==> config.mk <==
export PLATFORM = sky130hd
export DESIGN_NAME = isel_top
export DESIGN_NICKNAME = d
export VERILOG_FILES = /design/src/rtl/isel_pkg.sv /design/src/rtl/isel_flag_bank.sv /design/src/rtl/isel_arb.sv /design/src/rtl/isel_legacy.sv /design/src/rtl/isel_top.sv
export SDC_FILE = /design/constraint.sdc
export NUM_CORES = 1
export LEC_CHECK = 0
export ABC_AREA = 1
export BUFFER_PORTS_ARGS = -buffer_cell sky130_fd_sc_hd__buf_2
export CAP_MARGIN = 10
export CORE_MARGIN = 4
export CORE_UTILIZATION = 44
export CTS_CLUSTER_DIAMETER = 80
export DETAILED_ROUTE_END_ITERATION = 16
export PLACE_DENSITY = 0.76
export REMOVE_ABC_BUFFERS = 1
export SKIP_LAST_GASP = 1
export SYNTH_ARGS = -nofsm -noshare
export SYNTH_HDL_FRONTEND = slang
export SYNTH_HIERARCHICAL = 1
export SYNTH_SLANG_ARGS = --single-unit
==> constraint.sdc <==
create_clock -name clk -period 1.3 [get_ports clk]
set_input_delay 0.065 -clock clk [delete_from_list [all_inputs] [get_ports clk]]
set_output_delay 0.065 -clock clk [all_outputs]
set_load 0.02 [all_outputs]
==> src/rtl/isel_pkg.sv <==
package isel_pkg;

    typedef enum logic [0:0] {
        ARB_IDLE = 1'b0,
        ARB_FIRE = 1'b1
    } arb_state_e;

    typedef enum logic [0:0] {
        LEG_LOW  = 1'b0,
        LEG_HIGH = 1'b1
    } leg_state_e;

endpackage

==> src/rtl/isel_flag_bank.sv <==
module isel_flag_bank #(
    parameter int N_SRC  = 3,
    parameter int FLAG_W = 8
) (
    input  logic                    clk,
    input  logic                    rst_n,
    input  logic [N_SRC-1:0]        evt_i,
    input  logic [N_SRC-1:0]        wr_i,
    input  logic [FLAG_W-1:0]       wdata_i,
    output logic [N_SRC*FLAG_W-1:0] flags_o,
    output logic                    any_next_o
);

    logic [N_SRC*FLAG_W-1:0] flags_q;
    logic [N_SRC*FLAG_W-1:0] flags_d;

    // Per-source next value: an event beats a software write.
    for (genvar s = 0; s < N_SRC; s++) begin : g_src
        always_comb begin
            flags_d[s*FLAG_W +: FLAG_W] = flags_q[s*FLAG_W +: FLAG_W];
            if (wr_i[s]) begin
                flags_d[s*FLAG_W +: FLAG_W] = wdata_i;
            end
            if (evt_i[s]) begin
                flags_d[s*FLAG_W +: FLAG_W] = FLAG_W'(1);
            end
        end

        always_ff @(posedge clk) begin
            if (!rst_n) begin
                flags_q[s*FLAG_W +: FLAG_W] <= '0;
            end else begin
                flags_q[s*FLAG_W +: FLAG_W] <= flags_d[s*FLAG_W +: FLAG_W];
            end
        end
    end

    assign any_next_o = |flags_d;
    assign flags_o    = flags_q;

endmodule

==> src/rtl/isel_arb.sv <==
module isel_arb
    import isel_pkg::*;
#(
    parameter int N_SRC   = 3,
    parameter int VEC_REQ = 4,
    parameter int VEC_W   = 2,
    parameter int ALLOC_W = 3
) (
    input  logic               clk,
    input  logic               rst_n,
    input  logic [N_SRC-1:0]   req_i,
    input  logic [ALLOC_W-1:0] alloc_i,
    output logic               fire_o,
    output logic [VEC_W-1:0]   vec_o
);

    localparam int SEL_W = (N_SRC > 1) ? $clog2(N_SRC) : 1;

    arb_state_e        state_q, state_d;
    logic [N_SRC-1:0]  pend_q, pend_d;
    logic [SEL_W-1:0]  sel_q, sel_d, pick;
    logic [VEC_W-1:0]  vec_q, vec_d;
    logic              full_grant;

    // Lowest index wins: scan from the top so the last hit is the lowest.
    always_comb begin
        pick = '0;
        for (int i = N_SRC - 1; i >= 0; i--) begin
            if (pend_q[i]) begin
                pick = SEL_W'(i);
            end
        end
    end

    assign full_grant = (alloc_i == ALLOC_W'(VEC_REQ));

    // Next-state process
    always_comb begin
        state_d = state_q;
        sel_d   = sel_q;
        vec_d   = vec_q;
        pend_d  = pend_q;
        unique case (state_q)
            ARB_IDLE: begin
                if (|pend_q) begin
                    state_d = ARB_FIRE;
                    sel_d   = pick;
                    vec_d   = full_grant ? VEC_W'(pick) + VEC_W'(1) : '0;
                end
            end
            ARB_FIRE: begin
                state_d       = ARB_IDLE;
                pend_d[sel_q] = 1'b0;
            end
            default: state_d = ARB_IDLE;
        endcase
        pend_d = pend_d | req_i;
    end

    // State register process
    always_ff @(posedge clk) begin
        if (!rst_n) begin
            state_q <= ARB_IDLE;
            pend_q  <= '0;
            sel_q   <= '0;
            vec_q   <= '0;
        end else begin
            state_q <= state_d;
            pend_q  <= pend_d;
            sel_q   <= sel_d;
            vec_q   <= vec_d;
        end
    end

    // Output process
    always_comb begin
        fire_o = 1'b0;
        unique case (state_q)
            ARB_IDLE: fire_o = 1'b0;
            ARB_FIRE: fire_o = 1'b1;
            default:  fire_o = 1'b0;
        endcase
        vec_o = vec_q;
    end

endmodule

==> src/rtl/isel_legacy.sv <==
module isel_legacy
    import isel_pkg::*;
(
    input  logic clk,
    input  logic rst_n,
    input  logic set_i,
    input  logic clr_i,
    output logic irq_o
);

    leg_state_e state_q, state_d;

    always_comb begin
        state_d = state_q;
        unique case (state_q)
            LEG_LOW:  if (set_i) state_d = LEG_HIGH;
            LEG_HIGH: if (clr_i && !set_i) state_d = LEG_LOW;
            default:  state_d = LEG_LOW;
        endcase
    end

    always_ff @(posedge clk) begin
        if (!rst_n) begin
            state_q <= LEG_LOW;
        end else begin
            state_q <= state_d;
        end
    end

    always_comb begin
        unique case (state_q)
            LEG_LOW:  irq_o = 1'b0;
            LEG_HIGH: irq_o = 1'b1;
            default:  irq_o = 1'b0;
        endcase
    end

endmodule

==> src/rtl/isel_top.sv <==
module isel_top #(
    parameter int N_SRC  = 3,
    parameter int FLAG_W = 8,
    parameter int EN_W   = 8,
    parameter int VEC_REQ_P = N_SRC + 1,
    parameter int VEC_W_P   = $clog2(VEC_REQ_P),
    parameter int ALLOC_W_P = $clog2(VEC_REQ_P + 1)
) (
    input  logic                    clk,
    input  logic                    rst_n,
    input  logic [N_SRC-1:0]        evt_i,
    input  logic                    en_wr_i,
    input  logic [EN_W-1:0]         en_wdata_i,
    input  logic [N_SRC-1:0]        flag_wr_i,
    input  logic [FLAG_W-1:0]       flag_wdata_i,
    input  logic                    msi_on_i,
    input  logic [ALLOC_W_P-1:0]    vec_alloc_i,
    output logic                    msi_fire_o,
    output logic [VEC_W_P-1:0]      msi_vec_o,
    output logic                    legacy_irq_o,
    output logic [EN_W-1:0]         enable_o,
    output logic [N_SRC*FLAG_W-1:0] flags_o
);

    logic [EN_W-1:0]  en_q;
    logic [N_SRC-1:0] live_evt;
    logic             any_next;

    always_ff @(posedge clk) begin
        if (!rst_n) begin
            en_q <= '0;
        end else if (en_wr_i) begin
            en_q <= en_wdata_i;
        end
    end

    assign live_evt = evt_i & en_q[N_SRC-1:0];
    assign enable_o = en_q;

    isel_flag_bank #(
        .N_SRC  (N_SRC),
        .FLAG_W (FLAG_W)
    ) u_flags (
        .clk        (clk),
        .rst_n      (rst_n),
        .evt_i      (evt_i),
        .wr_i       (flag_wr_i),
        .wdata_i    (flag_wdata_i),
        .flags_o    (flags_o),
        .any_next_o (any_next)
    );

    isel_arb #(
        .N_SRC   (N_SRC),
        .VEC_REQ (VEC_REQ_P),
        .VEC_W   (VEC_W_P),
        .ALLOC_W (ALLOC_W_P)
    ) u_arb (
        .clk     (clk),
        .rst_n   (rst_n),
        .req_i   (live_evt & {N_SRC{msi_on_i}}),
        .alloc_i (vec_alloc_i),
        .fire_o  (msi_fire_o),
        .vec_o   (msi_vec_o)
    );

    isel_legacy u_leg (
        .clk   (clk),
        .rst_n (rst_n),
        .set_i ((|live_evt) && !msi_on_i),
        .clr_i ((|flag_wr_i) && !msi_on_i && !any_next),
        .irq_o (legacy_irq_o)
    );

endmodule

Word-level counts from Yosys, hierarchy flattened
Cells that the tools add are included.
{"block": "op_classes", "add_sub_neg": 1, "order_cmp": 2, "n_eq_ne": 1, "muxes": 20, "n_bitwise": 7, "n_reduce_logical": 13}
{"operator": "$mux W8", "count": 6}
{"operator": "$reduce_or A24 Y1", "count": 1}
{"operator": "$and A3 B3 Y3", "count": 3}
{"operator": "$reduce_or A3 Y1", "count": 3}
{"operator": "$mux W2", "count": 4}
{"operator": "$pmux W1 S2", "count": 4}
{"operator": "$logic_and A1 B1 Y1", "count": 5}
{"operator": "$mux W1", "count": 4}
{"operator": "$eq A3 B3 Y1 const B", "count": 1}
{"operator": "$logic_not A1 Y1", "count": 3}
{"operator": "$lt A2 B3 Y1 const B", "count": 1}
{"operator": "$mux W3", "count": 1}
{"operator": "$not A3 Y3", "count": 1}
{"operator": "$or A3 B3 Y3", "count": 1}
{"operator": "$add A2 B1 Y2 const B", "count": 1}
{"operator": "$demux W1 S2", "count": 1}
{"operator": "$ge A2 B1 Y1 const B", "count": 1}
{"operator": "$not A1 Y1", "count": 2}
{"operator": "$reduce_and A2 Y1", "count": 1}
{"block": "totals", "register_bits": 41}

Depth between registers and ports, before layout
{"block": "depth", "word_depth": 8, "mapped_depth": 14}

Modules after synthesis
Netlist, hierarchy kept.
{"module": "isel_flag_bank", "instances": 1, "cells_each": 181, "area_each_um2": 1131.1, "seq_area_each_um2": 480.5}
{"module": "isel_arb", "instances": 1, "cells_each": 50, "area_each_um2": 349.1, "seq_area_each_um2": 160.2}
{"module": "isel_top", "instances": 1, "cells_each": 46, "area_each_um2": 317.8, "seq_area_each_um2": 160.2}
{"module": "isel_legacy", "instances": 1, "cells_each": 6, "area_each_um2": 43.8, "seq_area_each_um2": 20.0}

Worst setup path after synthesis
Ideal clock, no wire load.
{"block": "synth_timing", "kind": "register to register", "start": "reg u_flags.flags_q[16], in the netlist u_flags/flags_o[16]", "end": "reg u_leg.state_q", "setup_ns": 0.114, "arrival_ns": 1.309, "setup_slack_ns": -0.123, "stages_incl_launch_ff": 14, "path_buffers": 0, "cell_sequence": "dfxtp_1 -> inv_1 -> nor2_1 -> nor2_2 -> nand2_1 -> nor2_1 -> nand2_1 -> nor2_2 -> nand2_1 -> or2_0 -> nor2_1 -> inv_1 -> nand2_1 -> a21oi_2"}
{"block": "synth_between", "elab_chain_cells": 8}
{"item": "from (decl)", "line": "isel_flag_bank.sv:14", "source": "logic [N_SRC*FLAG_W-1:0] flags_q;"}
{"item": "from (signal, indexed assignment)", "line": "isel_flag_bank.sv:33", "source": "flags_q[s*FLAG_W +: FLAG_W] <= flags_d[s*FLAG_W +: FLAG_W];"}
{"item": "$mux W8", "line": "isel_flag_bank.sv:21", "source": "if (wr_i[s]) begin"}
{"item": "$mux W8", "line": "isel_flag_bank.sv:24", "source": "if (evt_i[s]) begin"}
{"item": "$reduce_or A24 Y1", "line": "isel_flag_bank.sv:38", "source": "assign any_next_o = |flags_d;"}
{"item": "named net any_next", "line": "isel_top.sv:27", "source": "logic any_next;"}
{"item": "$logic_not A1 Y1", "line": "isel_top.sv:71", "source": ".clr_i ((|flag_wr_i) && !msi_on_i && !any_next),"}
{"item": "$logic_and A1 B1 Y1", "line": "isel_top.sv:71"}
{"item": "$logic_and A1 B1 Y1", "line": "isel_legacy.sv:17", "source": "LEG_HIGH: if (clr_i && !set_i) state_d = LEG_LOW;"}
{"item": "$mux W1", "line": "isel_legacy.sv:17"}
{"item": "$pmux W1 S2", "line": "isel_legacy.sv:15", "source": "unique case (state_q)"}
{"item": "to (signal assigned)", "line": "isel_legacy.sv:26", "source": "state_q <= state_d;"}
{"item": "to (decl)", "line": "isel_legacy.sv:11", "source": "leg_state_e state_q, state_d;"}
The timed path passes the listed nets, and every way through them passes these cells.
A chain may end at the register's enable or synchronous reset.

Worst setup path after layout
{"block": "layout_timing", "start": "reg u_flags.flags_q[0], in the netlist u_flags/flags_o[0]", "end": "reg u_leg.state_q"}
Same word-level chain as after synthesis.

==> results.sh <==
export IMPL_status="complete, but fails checks"
export IMPL_violations="negative setup slack"
export IMPL_die_x_um=72.7
export IMPL_via_count=2076
export IMPL_synth_top_area_cell="dfxtp_1"
export IMPL_cp_end_kind="flip-flop"
export IMPL_crit_fanout=2
export IMPL_cts_buffers=5
export IMPL_drive_gt1_frac=0.325
export IMPL_syn_cell_area_um2=1840
export IMPL_power_leakage_nw=1.46
export IMPL_initialDrtViolationCount=128
export IMPL_critPathLaunchType="flip-flop"
export IMPL_max_cap_violations=0
export IMPL_hold_violations=0
export IMPL_ys_top_cells_by_area="dfxtp_1 (45%), nand2_1 (15%), nor2_1 (14%)"
export IMPL_die_h_um=72.7
export IMPL_route_detailed_drc=0
export IMPL_antennaDiodeCount=0
export IMPL_area_delta_synth_final_pct=45.4
export IMPL_hp_class="input port to flip-flop"
export IMPL_die_area_um2=5290
export IMPL_period_needed_ns=1.45
export IMPL_final_cell_count_no_fill=447
export IMPL_overflow=0
export IMPL_syn_area_per_cell_um2=6.51
export IMPL_setup_viol=1
export IMPL_clockBufferDepth=2
export IMPL_via_per_inst=4.64
export IMPL_holdPathStages=3
export IMPL_grt_pass1_wl_um=8110
export IMPL_clk_latency_ns=0.30
export IMPL_power_density_nw_per_um2=1120
export IMPL_place_gp_congestion=0.859
export IMPL_worst_r2r_path_depth=13
export IMPL_numClockSinks=41
export IMPL_path_class="flip-flop to flip-flop"
export IMPL_grt_max_degree=25
export IMPL_min_period_over_period=1.12
export IMPL_core_area_um2=4030
export IMPL_netlist_area_leader_share=0.446
export IMPL_antenna_found_initial=0
export IMPL_vdd_drop_max_mv=0.626
export IMPL_ys_seq_area_frac=0.446
export IMPL_port_buffers=64
export IMPL_slew_headroom=0.826
export IMPL_max_freq_mhz=689
export IMPL_drv_slew=0
export IMPL_fp_row_count=23
export IMPL_wl_per_cell_um=11.0
export IMPL_hpwlAfterDp_um=3620
export IMPL_clk_pin_slew_worst_paths_ns=0.08
export IMPL_ys_ff_latch=41
export IMPL_cts_root_buf="clkbuf_8"
export IMPL_worst_slack_ns=-0.151
export IMPL_num_io_pins=65
export IMPL_crit_required_ns=1.50
export IMPL_nets=425
export IMPL_skew_ns=0.00643
export IMPL_power_total_mw=3.01
export IMPL_dp_cells=432
export IMPL_grt_pass1_vias=1873
export IMPL_cts_max_level=2
export IMPL_dr_pass1_iters=4
export IMPL_track_usage=0.194
export IMPL_ant_nets=0
export IMPL_arrival_ns=1.65
export IMPL_worst_slew_pin_slew_ns=0.261
export IMPL_wl_um=4940
export IMPL_rsz0062_at_grt="yes"
export IMPL_synthCells=283
export IMPL_synth_warnings=6
export IMPL_start_util=0.457
export IMPL_cts_tree="built"
export IMPL_yosysUniqueCellTypes=22
cells in the mapped netlist:
| cell | instances |
|---|---|
| nand2_1 | 73 |
| nor2_1 | 69 |
| inv_1 | 43 |
| dfxtp_1 | 41 |
| nand3_1 | 17 |
| o21ai_0 | 11 |
| a21oi_1 | 6 |
| nor2_2 | 4 |
| a21oi_2 | 2 |
| buf_1 | 2 |
| buf_6 | 2 |
| inv_2 | 2 |
| nand4_1 | 2 |
| buf_4 | 1 |
| clkinv_2 | 1 |
| nand2_2 | 1 |
| nand3_2 | 1 |
| nor3_1 | 1 |
| nor3b_1 | 1 |
| o211ai_1 | 1 |
| o21ai_2 | 1 |
| or2_0 | 1 |
registers in the layout (all words and copies together) (netlist names):
signal           flops
u_arb/vec_o          2
enable_o             8
u_arb/pend_q         3
u_flags/flags_o     24
u_arb/state_q        1
u_arb/sel_q          2
u_leg/state_q        1
metrics by stage:
step	hold slack, ns	worst slack, ns	util	setup TNS, ns	cell area [um2]
2_1_floorplan	0.185	-0.121	-	-0.121	1800
5_1_grt	0.0140	-0.339	0.665	-0.339	2680
3_3_place_gp	0.286	-0.161	0.617	-0.161	2490
4_1_cts	0.00257	-0.121	0.664	-0.121	2680
3_5_place_dp	0.294	-0.176	0.617	-0.176	2490
6_report	0.00254	-0.151	0.665	-0.151	2680
power by group:
part | switching [mW] | total [mW] | internal, mW
clock | 0.447 | 1.07 | 0.624
combinational | 0.329 | 0.581 | 0.253
sequential | 0.0375 | 1.36 | 1.32
logic make-up (layout without fill, tap and decap cells):
| kind of cell | after synthesis | in the layout | synth area share |
|---|---|---|---|
| buffers and inverters | 51 | 165 | 0.115 |
| AO/OA/AOI/OAI | 21 | 21 | 0.0645 |
| flip-flops | 41 | 41 | 0.446 |
| AND/OR/NAND/NOR | 170 | 170 | 0.375 |
path summary, 6_finish.rpt:
check,startpoint,endpoint,slack (ns)
setup / recovery,u_flags/flags_o[0]$_SDFF_PN0_,u_leg/state_q$_SDFF_PN0_,-0.15
hold / removal,en_wdata_i[3],enable_o[3]$_SDFFE_PN0P_,0.003
setup reg to reg,u_flags/flags_o[0]$_SDFF_PN0_,u_leg/state_q$_SDFF_PN0_,-0.15
hold reg to reg,u_arb/vec_o[1]$_SDFFE_PN0P_,u_arb/vec_o[1]$_SDFFE_PN0P_,0.48
final cells by class:
| class | count | area (um2) |
|---|---|---|
| Clock buffer | 6 | 82.6 |
| Clock inverter | 2 | 37.5 |
| Fill cell | 366 | 1350 |
| Inverter | 46 | 174 |
| Multi-Input combinational cell | 191 | 812 |
| Sequential cell | 41 | 823 |
| Tap cell | 50 | 62.6 |
| Timing Repair Buffer | 111 | 686 |
critical path, cell delays in order, from the launching register on:
cell and delay (ns):
dfxtp_2 0.32, inv_1 0.04, nor2_1 0.04, nor2_1 0.16, nand2_1 0.08, nor2_2 0.09, nand2_1 0.07, nor2_2 0.07
nand2_1 0.04, or2_0 0.20, nor2_1 0.09, inv_1 0.05, nand2_1 0.06, a21oi_2 0.05
placed cells by master, fill, tap and decap left out, drive strengths merged:
cell and instances:
buf 106, nand2 74, nor2 73, inv 45, dfxtp 41, nand3 18, o21ai 12, a21oi 8
clkbuf 6, dlygate4sd3 5, nand4 2, or2 1, nor3 1, clkinvlp 1, bufinv 1, nor3b 1
clkinv 1, o211ai 1
timing repair:
| action | 4_1_cts | 5_1_grt |
|---|---|---|
| endpoints found under the setup margin | 1 | 1 |
| hold endpoints to repair | 5 | 0 |
| buffers inserted | 2 | 0 |
| gates resized for setup | 2 | 1 |
| hold buffers | 5 | 0 |
| pin swaps | 6 | 1 |
per-layer routing:
metal	vias up	GRT usage	share of wire
li1	1082	-	-
met1	920	0.235	0.44
met2	64	0.333	0.48
met3	10	0.0386	0.056
met4	0	0.0820	0.025
met5	-	0	0
Note: power is estimated with default switching activity, not from simulation.
